$ cat config.mk
export PLATFORM = sky130hd
export DESIGN_NAME = gpio_irq_bank
export DESIGN_NICKNAME = d
export VERILOG_FILES = /design/src/rtl/gpio_bank_pkg.sv /design/src/rtl/gpio_alias_reg.sv /design/src/rtl/gpio_in_sync.sv /design/src/rtl/gpio_evt_detect.sv /design/src/rtl/gpio_irq_bank.sv
export SDC_FILE = /design/constraint.sdc
export NUM_CORES = 1
export LEC_CHECK = 0
export ABC_AREA = 1
export BUFFER_PORTS_ARGS = -buffer_cell sky130_fd_sc_hd__clkbuf_2
export CORE_UTILIZATION = 55
export CTS_CLUSTER_DIAMETER = 50
export DETAILED_ROUTE_END_ITERATION = 7
export PLACE_DENSITY = 0.78
export SYNTH_ARGS = -nofsm -noshare
export SYNTH_HDL_FRONTEND = slang
export SYNTH_SLANG_ARGS = --single-unit
$ cat constraint.sdc
create_clock -name clk -period 3.4 [get_ports clk]
set_input_delay 0 -clock clk [delete_from_list [all_inputs] [get_ports clk]]
set_output_delay 0 -clock clk [all_outputs]
set_load 0.05 [all_outputs]
$ cat src/rtl/gpio_bank_pkg.sv
`timescale 1ns/1ps
package gpio_bank_pkg;
  localparam int ADDR_W = 7;
  localparam int NSLOT  = 8;

  typedef enum logic [1:0] {
    OP_WRITE = 2'd0,
    OP_SET   = 2'd1,
    OP_CLEAR = 2'd2,
    OP_RSVD  = 2'd3
  } alias_op_e;

  typedef enum logic [2:0] {
    SLOT_DOUT  = 3'd0,
    SLOT_DIN   = 3'd1,
    SLOT_OE    = 3'd2,
    SLOT_ROUTE = 3'd3,
    SLOT_IEN   = 3'd4,
    SLOT_LVL   = 3'd5,
    SLOT_POL   = 3'd6,
    SLOT_STAT  = 3'd7
  } slot_e;
endpackage

$ cat src/rtl/gpio_alias_reg.sv
`timescale 1ns/1ps
module gpio_alias_reg
  import gpio_bank_pkg::*;
#(
  parameter int W = 32
) (
  input  logic         clk,
  input  logic         rst_n,
  input  logic         wr_en,
  input  alias_op_e    op,
  input  logic [W-1:0] wdata,
  output logic [W-1:0] q
);
  function automatic logic [W-1:0] alias_apply(logic [W-1:0] old, logic [W-1:0] mask, alias_op_e f);
    case (f)
      OP_WRITE: return mask;
      OP_SET:   return old | mask;
      OP_CLEAR: return old & ~mask;
      default:  return old;
    endcase
  endfunction

  always_ff @(posedge clk) begin
    if (!rst_n)     q <= '0;
    else if (wr_en) q <= alias_apply(q, wdata, op);
  end
endmodule

$ cat src/rtl/gpio_in_sync.sv
`timescale 1ns/1ps
module gpio_in_sync #(
  parameter int W = 32
) (
  input  logic         clk,
  input  logic         rst_n,
  input  logic [W-1:0] raw,
  output logic [W-1:0] lvl_now,
  output logic [W-1:0] lvl_prev
);
  logic [W-1:0] meta_q;

  always_ff @(posedge clk) begin
    if (!rst_n) begin
      meta_q   <= '0;
      lvl_now  <= '0;
      lvl_prev <= '0;
    end else begin
      meta_q   <= raw;
      lvl_now  <= meta_q;
      lvl_prev <= lvl_now;
    end
  end
endmodule

$ cat src/rtl/gpio_evt_detect.sv
`timescale 1ns/1ps
module gpio_evt_detect #(
  parameter int W = 32
) (
  input  logic [W-1:0] lvl_now,
  input  logic [W-1:0] lvl_prev,
  input  logic [W-1:0] sel_level,
  input  logic [W-1:0] sel_high,
  input  logic [W-1:0] route,
  output logic [W-1:0] set_ev
);
  // level mode: active when the pin equals the polarity bit
  // edge mode: active when the pin just moved to the polarity value
  function automatic logic trig_hit(logic lvl_mode, logic pol, logic now, logic prev);
    if (lvl_mode) return now == pol;
    return (now == pol) && (prev != pol);
  endfunction

  for (genvar i = 0; i < W; i++) begin : g_pin
    assign set_ev[i] = route[i] & trig_hit(sel_level[i], sel_high[i], lvl_now[i], lvl_prev[i]);
  end
endmodule

$ cat src/rtl/gpio_irq_bank.sv
`timescale 1ns/1ps
module gpio_irq_bank
  import gpio_bank_pkg::*;
#(
  parameter int NPINS = 32
) (
  input  logic              clk,
  input  logic              rst_n,
  input  logic [ADDR_W-1:0] bus_addr,
  input  logic              bus_wr,
  input  logic [NPINS-1:0]  bus_wdata,
  output logic [NPINS-1:0]  bus_rdata,
  input  logic [NPINS-1:0]  pin_in,
  output logic [NPINS-1:0]  pin_out,
  output logic [NPINS-1:0]  pin_oe,
  output logic              bank_irq
);
  logic [2:0]       slot;
  alias_op_e        op;
  logic             wr_ok;
  logic             clr_stat_hit;
  logic [NPINS-1:0] view [NSLOT];
  logic [NPINS-1:0] din_q, prev_q, stat_q, set_ev;
  logic [NPINS-1:0] route_q, ien_q, lvl_q, pol_q;

  assign slot  = bus_addr[6:4];
  assign op    = alias_op_e'(bus_addr[3:2]);
  assign wr_ok = bus_wr && (bus_addr[1:0] == 2'b00);

  for (genvar g = 0; g < NSLOT; g++) begin : g_slot
    if (g == int'(SLOT_DIN)) begin : g_din
      assign view[g] = din_q;
    end else if (g == int'(SLOT_STAT)) begin : g_stat
      assign view[g] = stat_q;
    end else begin : g_ctl
      gpio_alias_reg #(.W(NPINS)) u_reg (
        .clk   (clk),
        .rst_n (rst_n),
        .wr_en (wr_ok && (slot == 3'(g))),
        .op    (op),
        .wdata (bus_wdata),
        .q     (view[g])
      );
    end
  end

  assign pin_out   = view[SLOT_DOUT];
  assign pin_oe    = view[SLOT_OE];
  assign route_q   = view[SLOT_ROUTE];
  assign ien_q     = view[SLOT_IEN];
  assign lvl_q     = view[SLOT_LVL];
  assign pol_q     = view[SLOT_POL];
  assign bus_rdata = view[slot];

  gpio_in_sync #(.W(NPINS)) u_sync (
    .clk      (clk),
    .rst_n    (rst_n),
    .raw      (pin_in),
    .lvl_now  (din_q),
    .lvl_prev (prev_q)
  );

  gpio_evt_detect #(.W(NPINS)) u_det (
    .lvl_now   (din_q),
    .lvl_prev  (prev_q),
    .sel_level (lvl_q),
    .sel_high  (pol_q),
    .route     (route_q),
    .set_ev    (set_ev)
  );

  assign clr_stat_hit = wr_ok && (slot == SLOT_STAT) && (op == OP_CLEAR);

  // detection is ORed in after the clear, so a same-cycle event survives
  always_ff @(posedge clk) begin
    if (!rst_n) stat_q <= '0;
    else        stat_q <= (stat_q & ~(clr_stat_hit ? bus_wdata : '0)) | set_ev;
  end

  assign bank_irq = |(stat_q & ien_q);
endmodule

## Yosys cells after proc, flatten, opt, wreduce, memory -nomap -nowiden

Index checks and enable logic that the tools add are counted.

| storage, ports and cells | value |
|---|---|
| bits in registers | 320 |
| bits of input ports | 74 |
| output and inout port bits | 97 |
| word-level logic and storage cells | 291 |

| operators by class | value |
|---|---|
| $lt $le $gt $ge | 1 |
| equality and inequality tests | 72 |
| muxes and demuxes | 106 |
| bitwise logic cells | 50 |
| reductions and logical operators | 52 |

Operator list:

| cell | number |
|---|---|
| $pmux W32 S3 | 6 |
| $and A32 B32 Y32 | 8 |
| $or A32 B32 Y32 | 7 |
| $bmux W32 S3 | 1 |
| $mux W1 | 96 |
| $mux W32 | 3 |
| $not A32 Y32 | 2 |
| $logic_and A1 B1 Y1 | 41 |
| $and A1 B1 Y1 | 32 |
| $eq A1 B1 Y1 | 32 |
| $ne A1 B1 Y1 | 32 |
| $reduce_or A32 Y1 | 1 |
| $eq A3 B3 Y1 const B | 4 |
| $reduce_and A2 Y1 | 6 |
| $eq A3 B2 Y1 const B | 2 |
| $ge A4 B4 Y1 const B | 1 |
| $logic_not A2 Y1 | 2 |
| $not A3 Y4 | 1 |
| $logic_not A3 Y1 | 1 |
| $reduce_bool A3 Y1 | 1 |
| $eq A2 B1 Y1 const B | 1 |
| $eq A2 B2 Y1 const B | 1 |

## Longest topological paths before layout

Gate-level depths: netlist of the first run.

| logic depth | value |
|---|---|
| word-level depth | 8 |
| depth in mapped cells | 10 |
| mapped depth without buffers | 8 |

## By module

A second synthesis of the first run with hierarchy kept.

| unflattened totals | value |
|---|---|
| cells, all modules | 3630 |
| area, all modules | 20592.2 um^2 |

Modules (own cells, without submodules):

| module | instances | cells each | area each (um^2) | sequential area each (um^2) |
|---|---|---|---|---|
| gpio_alias_reg (g_slot[2].g_ctl.u_reg ...) | 5 | 383 | 2143.3 | 640.6 |
| gpio_irq_bank | 1 | 681 | 3493.4 | 640.6 |
| gpio_in_sync | 1 | 299 | 2760.1 | 1921.8 |
| gpio_alias_reg (g_slot[0].g_ctl.u_reg) | 1 | 383 | 2140.8 | 640.6 |
| gpio_evt_detect | 1 | 352 | 1481.4 | 0.0 |

## Least setup slack after synthesis of the first run

No wires, ideal clock.

| path | value |
|---|---|
| path type | input to register |
| from | in bus_addr[2] |
| to | reg g_slot[6].g_ctl.u_reg.q[23] |
| library setup time | 0.113 ns |
| arrival time | 1.230 ns |
| data required time | 3.287 ns |
| slack | 2.057 ns |
| cell stages on the path | 10 |
| path buffers | 2 |
| cells stage by stage | inv_1 > ha_1 > buf_2 > nor2_2 > buf_2 > o21ai_2 > nand2_1 > inv_1 > nor2_1 > nor2_1 |

| between the ends | value |
|---|---|
| cells in the longest elaborated chain, start to end | 3 |
| elaborated cells between the ends (all ways) | 6 |
| classes of those cells | eq/ne: 2; mux: 1; reduce/logical: 3 |

RTL lines:

| item | line | source |
|---|---|---|
| from (decl) | gpio_irq_bank.sv:9 | `input logic [ADDR_W-1:0] bus_addr,` |
| $eq A2 B2 Y1 (tied with other cells) | gpio_alias_reg.sv:15 | `case (f)` |
| $reduce_bool A3 Y1 (no source line) | n/a |  |
| $reduce_and A2 Y1 (no source line) | n/a |  |
| to (signal assigned) | gpio_alias_reg.sv:25 | `else if (wr_en) q <= alias_apply(q, wdata, op);` |
| to (decl) | gpio_alias_reg.sv:12 | `output logic [W-1:0] q` |

Several ways; a longest one is shown, not always the timed one.
A chain may end at the register's enable or synchronous reset.

## Worst setup path in the final report of the first run

| path | value |
|---|---|
| from | in bus_addr[4] |
| to | out bus_rdata[18] |

| between the ends | value |
|---|---|
| cells in the longest elaborated chain, start to end | 4 |

RTL lines:

| item | line | source |
|---|---|---|
| $not A3 Y4 (implied by the code) | gpio_irq_bank.sv:53 | `assign bus_rdata = view[slot];` |
| $bmux W32 S3 | gpio_irq_bank.sv:53 |  |
| $mux W32 (implied by the code) (2 in a row) | gpio_irq_bank.sv:53 |  |
| to (decl) | gpio_irq_bank.sv:12 | `output logic [NPINS-1:0] bus_rdata,` |

No other way between the ends. The select of a mux whose other input is x is not followed.

==> results of run 1 <==
## stage by stage
stage | area (um^2) | setup WS, ns | power (mW) | instances
after floorplan | 17600 | 2.06 | 4.60 | 3048
after global placement | 18600 | 1.21 | 4.87 | 3504
after detailed placement | 18600 | 1.16 | 4.89 | 3504
after CTS | 20800 | 1.32 | 9.46 | 3654
after global routing | 20800 | 1.19 | 9.76 | 3654
final | 20800 | 1.22 | 9.45 | 3654
## cells by family after synthesis
group                    after synthesis  synth area share
AND/OR/NAND/NOR                     1776             0.397
buffers and inverters                661             0.148
flip-flops                           320             0.364
AO/OA/AOI/OAI                        288            0.0884
adder cells (fa/ha/maj)                3           0.00214
## registers in the layout (all words and copies together) (netlist names)
signal and count:
u_sync.lvl_prev 32, g_slot.g_ctl.u_reg.q 192, stat_q 32, u_sync.meta_q 32
u_sync.lvl_now 32
## path summary, 6_finish.rpt
check	slack, ns	end	from
setup / recovery	1.22	bus_rdata[18]	bus_addr[4]
hold / removal	0.03	stat_q[0]$_SDFF_PN0_	bus_addr[1]
hold reg to reg	0.40	u_sync.lvl_now[6]$_SDFF_PN0_	u_sync.meta_q[6]$_SDFF_PN0_
setup reg to reg	2.31	g_slot[2].g_ctl.u_reg.q[21]$_SDFFE_PN0P_	g_slot[2].g_ctl.u_reg.q[21]$_SDFFE_PN0P_
## area by class of cell
class,instances,area [um^2]
Timing Repair Buffer,273,1860
Multi-Input combinational cell,2067,8620
Sequential cell,320,6410
Tap cell,402,503
Fill cell,2853,10700
Clock inverter,17,284
Clock buffer,54,1120
Inverter,521,1960
## layer usage
| metal | routed length, um | vias to the layer above | GRT usage |
|---|---|---|---|
| met5 | 0 | - | 0 |
| met4 | 1670 | 0 | 0.134 |
| li1 | - | 9402 | - |
| met2 | 25200 | 905 | 0.562 |
| met1 | 21500 | 8618 | 0.399 |
| met3 | 5030 | 147 | 0.0498 |
## tightest hold or removal path, stage by stage
cell and delay [ns]:
clkbuf_2 0.10, nor2_4 0.11, nand3_1 0.10, nand2_1 0.06
a21oi_1 0.12
## repair_timing
| action | in CTS | in global routing |
|---|---|---|
| hold buffers | 79 | 0 |
| setup endpoints to repair | 0 | 0 |
| hold endpoints to repair | 220 | 0 |
| resized for setup | 0 | 0 |
## synthesized netlist by cell type, types with 4 or more instances
library cell | instances | area [um^2]
dfxtp_1 | 320 | 6410
nor2_1 | 428 | 1610
clkbuf_1 | 44 | 165
inv_1 | 518 | 1940
nand3_1 | 64 | 320
nand4_1 | 64 | 400
nor2_2 | 5 | 31.3
nand2_1 | 1208 | 4530
buf_4 | 4 | 30.0
buf_1 | 12 | 45.0
o21ai_0 | 226 | 1130
buf_2 | 80 | 400
o21ai_2 | 30 | 263
a21oi_1 | 32 | 160
## power by group
group          total (mW)  internal, mW  switching [mW]
sequential           3.87          3.82          0.0505
combinational        1.04         0.299           0.737
clock                4.54          2.86            1.68
total                9.45          6.98            2.47
==> results.sh, run 1 <==
export IMPL_hold_class="input port to flip-flop"
export IMPL_final_common_cell="nand2_1"
export IMPL_relSlewSlack=0.300
export IMPL_post_cts_buffers=0
export IMPL_critical_path_buf_inv_count=4
export IMPL_syn_area_um2=17600
export IMPL_grt_use_total=0.324
export IMPL_cpPeakStageDelay_ns=0.79
export IMPL_initial_core_util=0.559
export IMPL_async_reset_ff_frac=0
export IMPL_worst_pin_slew_ns=1.05
export IMPL_clkTransAtPathRegs_ns=0.06
export IMPL_via_count=19100
export IMPL_p_leak_nw=11.9
export IMPL_route_detailed_drc=0
export IMPL_grt_pass1_wl_um=86800
export IMPL_rr_worst_depth=6
export IMPL_drive_gt1_frac=0.0941
export IMPL_yosysWarnings=0
export IMPL_hpwlAfterDp_um=32100
export IMPL_viasPerCell=5.22
export IMPL_grt_setup_unrepaired="false"
export IMPL_critical_path_cell_count=9
export IMPL_outcome="completed"
export IMPL_criticalPathCategory="input port to output pin"
export IMPL_num_rows=65
export IMPL_cts_buffer_depth=3
export IMPL_drt_first_pass_iters=7
export IMPL_avgSynthCellArea_um2=5.77
export IMPL_nets=3299
export IMPL_synth_edf_count=0
export IMPL_crit_top_cell="nand2_1"
export IMPL_synthToLayoutAreaGrowth_pct=18.0
export IMPL_die_w_um=181
export IMPL_drtIter0Drc=1909
export IMPL_detail_route_antenna_nets=0
export IMPL_path_cells="clkbuf_2 > inv_1 > nor2_4 > buf_4 > nand2_1 > nand4_1 > nand2_1 > nand2_1 > clkbuf_2"
export IMPL_ios=171
export IMPL_cp_max_fo=30
export IMPL_clock_fmax_mhz=459
export IMPL_fp_dieH_um=181
export IMPL_peakVddDrop_uv=416
export IMPL_layout_common_cells="nand2_1, inv_1, nor2_1, dfxtp_1, o21ai_0"
export IMPL_finalSetupViolCount=0
export IMPL_clock_latency_ns=0.53
export IMPL_tritoncts="built"
export IMPL_worstPathRequired_ns=3.40
export IMPL_max_cap_violations=0
export IMPL_final_period_minus_worst_setup_slack_ns=2.18
export IMPL_h_tree_depth=2
export IMPL_fin_util=0.659
export IMPL_clock_sinks=320
export IMPL_period_share=0.640
export IMPL_grt_overflow=0
export IMPL_gp_congestion=0.891
export IMPL_wl_um=53500
export IMPL_grt_pass1_vias=17900
export IMPL_die_area_um2=32700
export IMPL_drv_slew=0
export IMPL_yosys_cell_types_count=19
export IMPL_grt_start_max_net_pins=193
export IMPL_seq_area_frac_synth=0.364
export IMPL_setup_tns_ns=0
export IMPL_holdWs_ns=0.0282
export IMPL_cts_buffers_inserted=39
export IMPL_cp_slowest_cell="nor2_4"
export IMPL_hold_viol=0
export IMPL_power_density_nw_per_um2=455
export IMPL_synth_top_flop_cell="dfxtp_1"
export IMPL_min_path_cells=5
export IMPL_antenna_found_initial=0
export IMPL_diodes=0
export IMPL_portBuffers=170
export IMPL_worstPathArrival_ns=2.18
export IMPL_syn_num_nets=3125
export IMPL_syn_inst=3048
export IMPL_core_um2=31500
export IMPL_cp_top_family="simple AND/OR/NAND/NOR gates"
export IMPL_avgRoutedWirePerCell_um=14.6
export IMPL_root_buffer="clkbuf_16"
export IMPL_endpoint_kind="output pin"
export IMPL_clock_skew_ns=0.0146
export IMPL_ys_ff_latch=320
export IMPL_setup_worst_path_start_class="input port"
No activity file was read; power rests on OpenSTA's default activity.
==> inputs of run 2 (changes only) <==
CORE_UTILIZATION = 54   (was 55)
PLACE_DENSITY = 0.8   (was 0.78)
clock period = 1.8 ns   (was 3.4 ns; I/O delays follow)
==> run 2 against run 1 <==
Against the previous run: global-route usage shrank 0.077 points; cell area increased by 3.4%; via count increased by 1.6%; critical endpoint is now bank_irq; largest cell class unchanged.
==> results.sh, run 2 (synthesized netlist as in run 1, its figures left out) <==
export IMPL_initial_core_util=0.553
export IMPL_critical_path_cell_count=7
export IMPL_pwr_share_comb=0.115
export IMPL_path_cells="nand2_1 > nand2_1 > nor2_1 > nand2_1 > nor2_1 > nand2_2 > buf_6"
export IMPL_num_rows=65
export IMPL_grt_use_total=0.323
export IMPL_grt_setup_unrepaired="false"
export IMPL_antenna_found_initial=2
export IMPL_crit_top_cell="nand2_1"
export IMPL_peakVddDrop_uv=647
export IMPL_clock_skew_ns=0.0132
export IMPL_gp_congestion=0.887
export IMPL_startpoint="stat_q[2]$_SDFF_PN0_"
export IMPL_worst_pin_slew_ns=0.641
export IMPL_nets=3316
export IMPL_grt_pass1_vias=18400
export IMPL_relSlewSlack=0.568
export IMPL_ff2ff_setup_slack_ns=0.67
export IMPL_clkPwrFrac=0.482
export IMPL_p_leak_nw=12.2
export IMPL_cts_buffers_inserted=41
export IMPL_worstPathArrival_ns=1.70
export IMPL_timing_rr_end="g_slot[6].g_ctl.u_reg.q[5]$_SDFFE_PN0P_"
export IMPL_root_buffer="clkbuf_16"
export IMPL_cts_buffer_depth=3
export IMPL_core_um2=31800
export IMPL_placedCellCount=3560
export IMPL_hold_viol=0
export IMPL_diodes=0
export IMPL_dpl_cell_area_um2=19300
export IMPL_tritoncts="built"
export IMPL_clock_sinks=320
export IMPL_drive_gt1_frac=0.102
export IMPL_endpoint_kind="output pin"
export IMPL_clock_latency_ns=0.53
export IMPL_setup_tns_ns=0
export IMPL_finalSetupViolCount=0
export IMPL_instances_no_fill=3703
export IMPL_synthToLayoutAreaGrowth_pct=22.0
export IMPL_cp_top_family="simple AND/OR/NAND/NOR gates"
export IMPL_final_common_cell="nand2_1"
export IMPL_detail_route_antenna_nets=0
export IMPL_pwr_share_seq=0.404
export IMPL_critical_path_buf_inv_count=1
export IMPL_die_w_um=182
export IMPL_route_detailed_drc=0
export IMPL_hpwlAfterDp_um=33700
export IMPL_final_area_um2=21500
export IMPL_clock_fmax_mhz=588
export IMPL_post_cts_buffers=0
export IMPL_min_path_cells=6
export IMPL_fillers=2722
export IMPL_viasPerCell=5.23
export IMPL_portBuffers=170
export IMPL_final_period_minus_worst_setup_slack_ns=1.70
export IMPL_setup_worst_path_start_class="flip-flop"
export IMPL_avgRoutedWirePerCell_um=14.6
export IMPL_layout_common_cells="nand2_1, inv_1, nor2_1, dfxtp_1, o21ai_0"
export IMPL_fp_dieH_um=182
export IMPL_top_register="g_slot.g_ctl.u_reg.q"
export IMPL_drtIter0Drc=1835
export IMPL_cpPeakStageDelay_ns=0.33
export IMPL_max_cap_violations=0
export IMPL_drv_slew=0
export IMPL_hold_class="input port to flip-flop"
export IMPL_criticalPathCategory="flip-flop to output pin"
export IMPL_drt_first_pass_iters=7
export IMPL_grt_overflow=0
export IMPL_cp_max_fo=3
export IMPL_switching_share=0.261
export IMPL_grt_start_max_net_pins=92
export IMPL_clkTransAtPathRegs_ns=0.06
export IMPL_grt_pass1_wl_um=87800
export IMPL_rr_worst_depth=6
export IMPL_wl_um=54100
export IMPL_h_tree_depth=2
export IMPL_largest_register_ffs=192
export IMPL_worstPathRequired_ns=1.80
export IMPL_reg2reg_from="g_slot[6].g_ctl.u_reg.q[5]$_SDFFE_PN0P_"
export IMPL_hold_start="bus_addr[1]"
export IMPL_period_share=0.945
export IMPL_switchingPower_mw=4.74
export IMPL_die_area_um2=33300
export IMPL_outcome="completed"
export IMPL_p_int_mw=13.4
export IMPL_power_density_nw_per_um2=845
export IMPL_ios=171
export IMPL_via_count=19400
export IMPL_cp_slowest_cell="dfxtp_1"
export IMPL_crit_path_end="bank_irq"
[run 2: how the worst min path moves through the flow]
| stage | end | slack (ns) |
|---|---|---|
| CTS | g_slot[0].g_ctl.u_reg.q[23]$_SDFFE_PN0P_ | 0.13 |
| floorplan | u_sync.meta_q[0]$_SDFF_PN0_ | 0.1 |
| finish | stat_q[28]$_SDFF_PN0_ | 0.15 |
| global route | g_slot[0].g_ctl.u_reg.q[23]$_SDFFE_PN0P_ | 0.16 |
| detailed placement | u_sync.meta_q[5]$_SDFF_PN0_ | 0.19 |
| global placement | u_sync.meta_q[21]$_SDFF_PN0_ | 0.18 |
[run 2: tightest hold or removal path: stages]
cell      delay, ns
clkbuf_2       0.10
nor2_4         0.10
buf_4          0.20
nand3_1        0.07
nand2_1        0.04
a21oi_1        0.10
[run 2: final cells by class]
cell class	instances	area, um^2	share of cell area
clock buffer	51	1100	0.0514
clock inverter	21	333	0.0155
inverter	521	1960	0.0911
multi-input combinational	2067	8620	0.402
sequential	320	6410	0.299
tap	435	544	0.0254
timing repair buffer	288	2490	0.116
[run 2: power groups by stage]
| stage | logic (mW) | clock network (mW) | registers, mW |
|---|---|---|---|
| 2_1_floorplan | 1.19 | 0 | 7.49 |
| 3_3_place_gp | 1.85 | 0 | 7.46 |
| 3_5_place_dp | 1.90 | 0 | 7.47 |
| 4_1_cts | 2.04 | 8.80 | 7.31 |
| 5_1_grt | 2.28 | 9.10 | 7.33 |
| 6_report | 2.08 | 8.73 | 7.32 |
[run 2: repair_timing]
item | CTS | global route
endpoints found under the hold margin | 223 | 0
resized for setup | 0 | 5
hold buffers | 71 | 0
endpoints found under the setup margin | 0 | 1
[run 2: metal layers]
metal / vias to the layer above / GRT usage / routed length [um]
met2: 1002 / 0.545 / 25100
li1: 9431 / - / -
met4: 4 / 0.169 / 2320
met3: 206 / 0.0585 / 5500
met5: - / 0 / 20
met1: 8735 / 0.392 / 21200
[run 2: stage by stage]
| stage | power (mW) | utilization | setup slack (ns) | hold WS, ns |
|---|---|---|---|---|
| after floorplan | 8.68 | - | 0.457 | 0.0976 |
| after global placement | 9.31 | 0.607 | 0.240 | 0.182 |
| after detailed placement | 9.37 | 0.607 | 0.209 | 0.186 |
| after CTS | 18.2 | 0.674 | 0.00793 | 0.125 |
| after global routing | 18.7 | 0.675 | 0.0128 | 0.157 |
| final | 18.1 | 0.675 | 0.0991 | 0.147 |
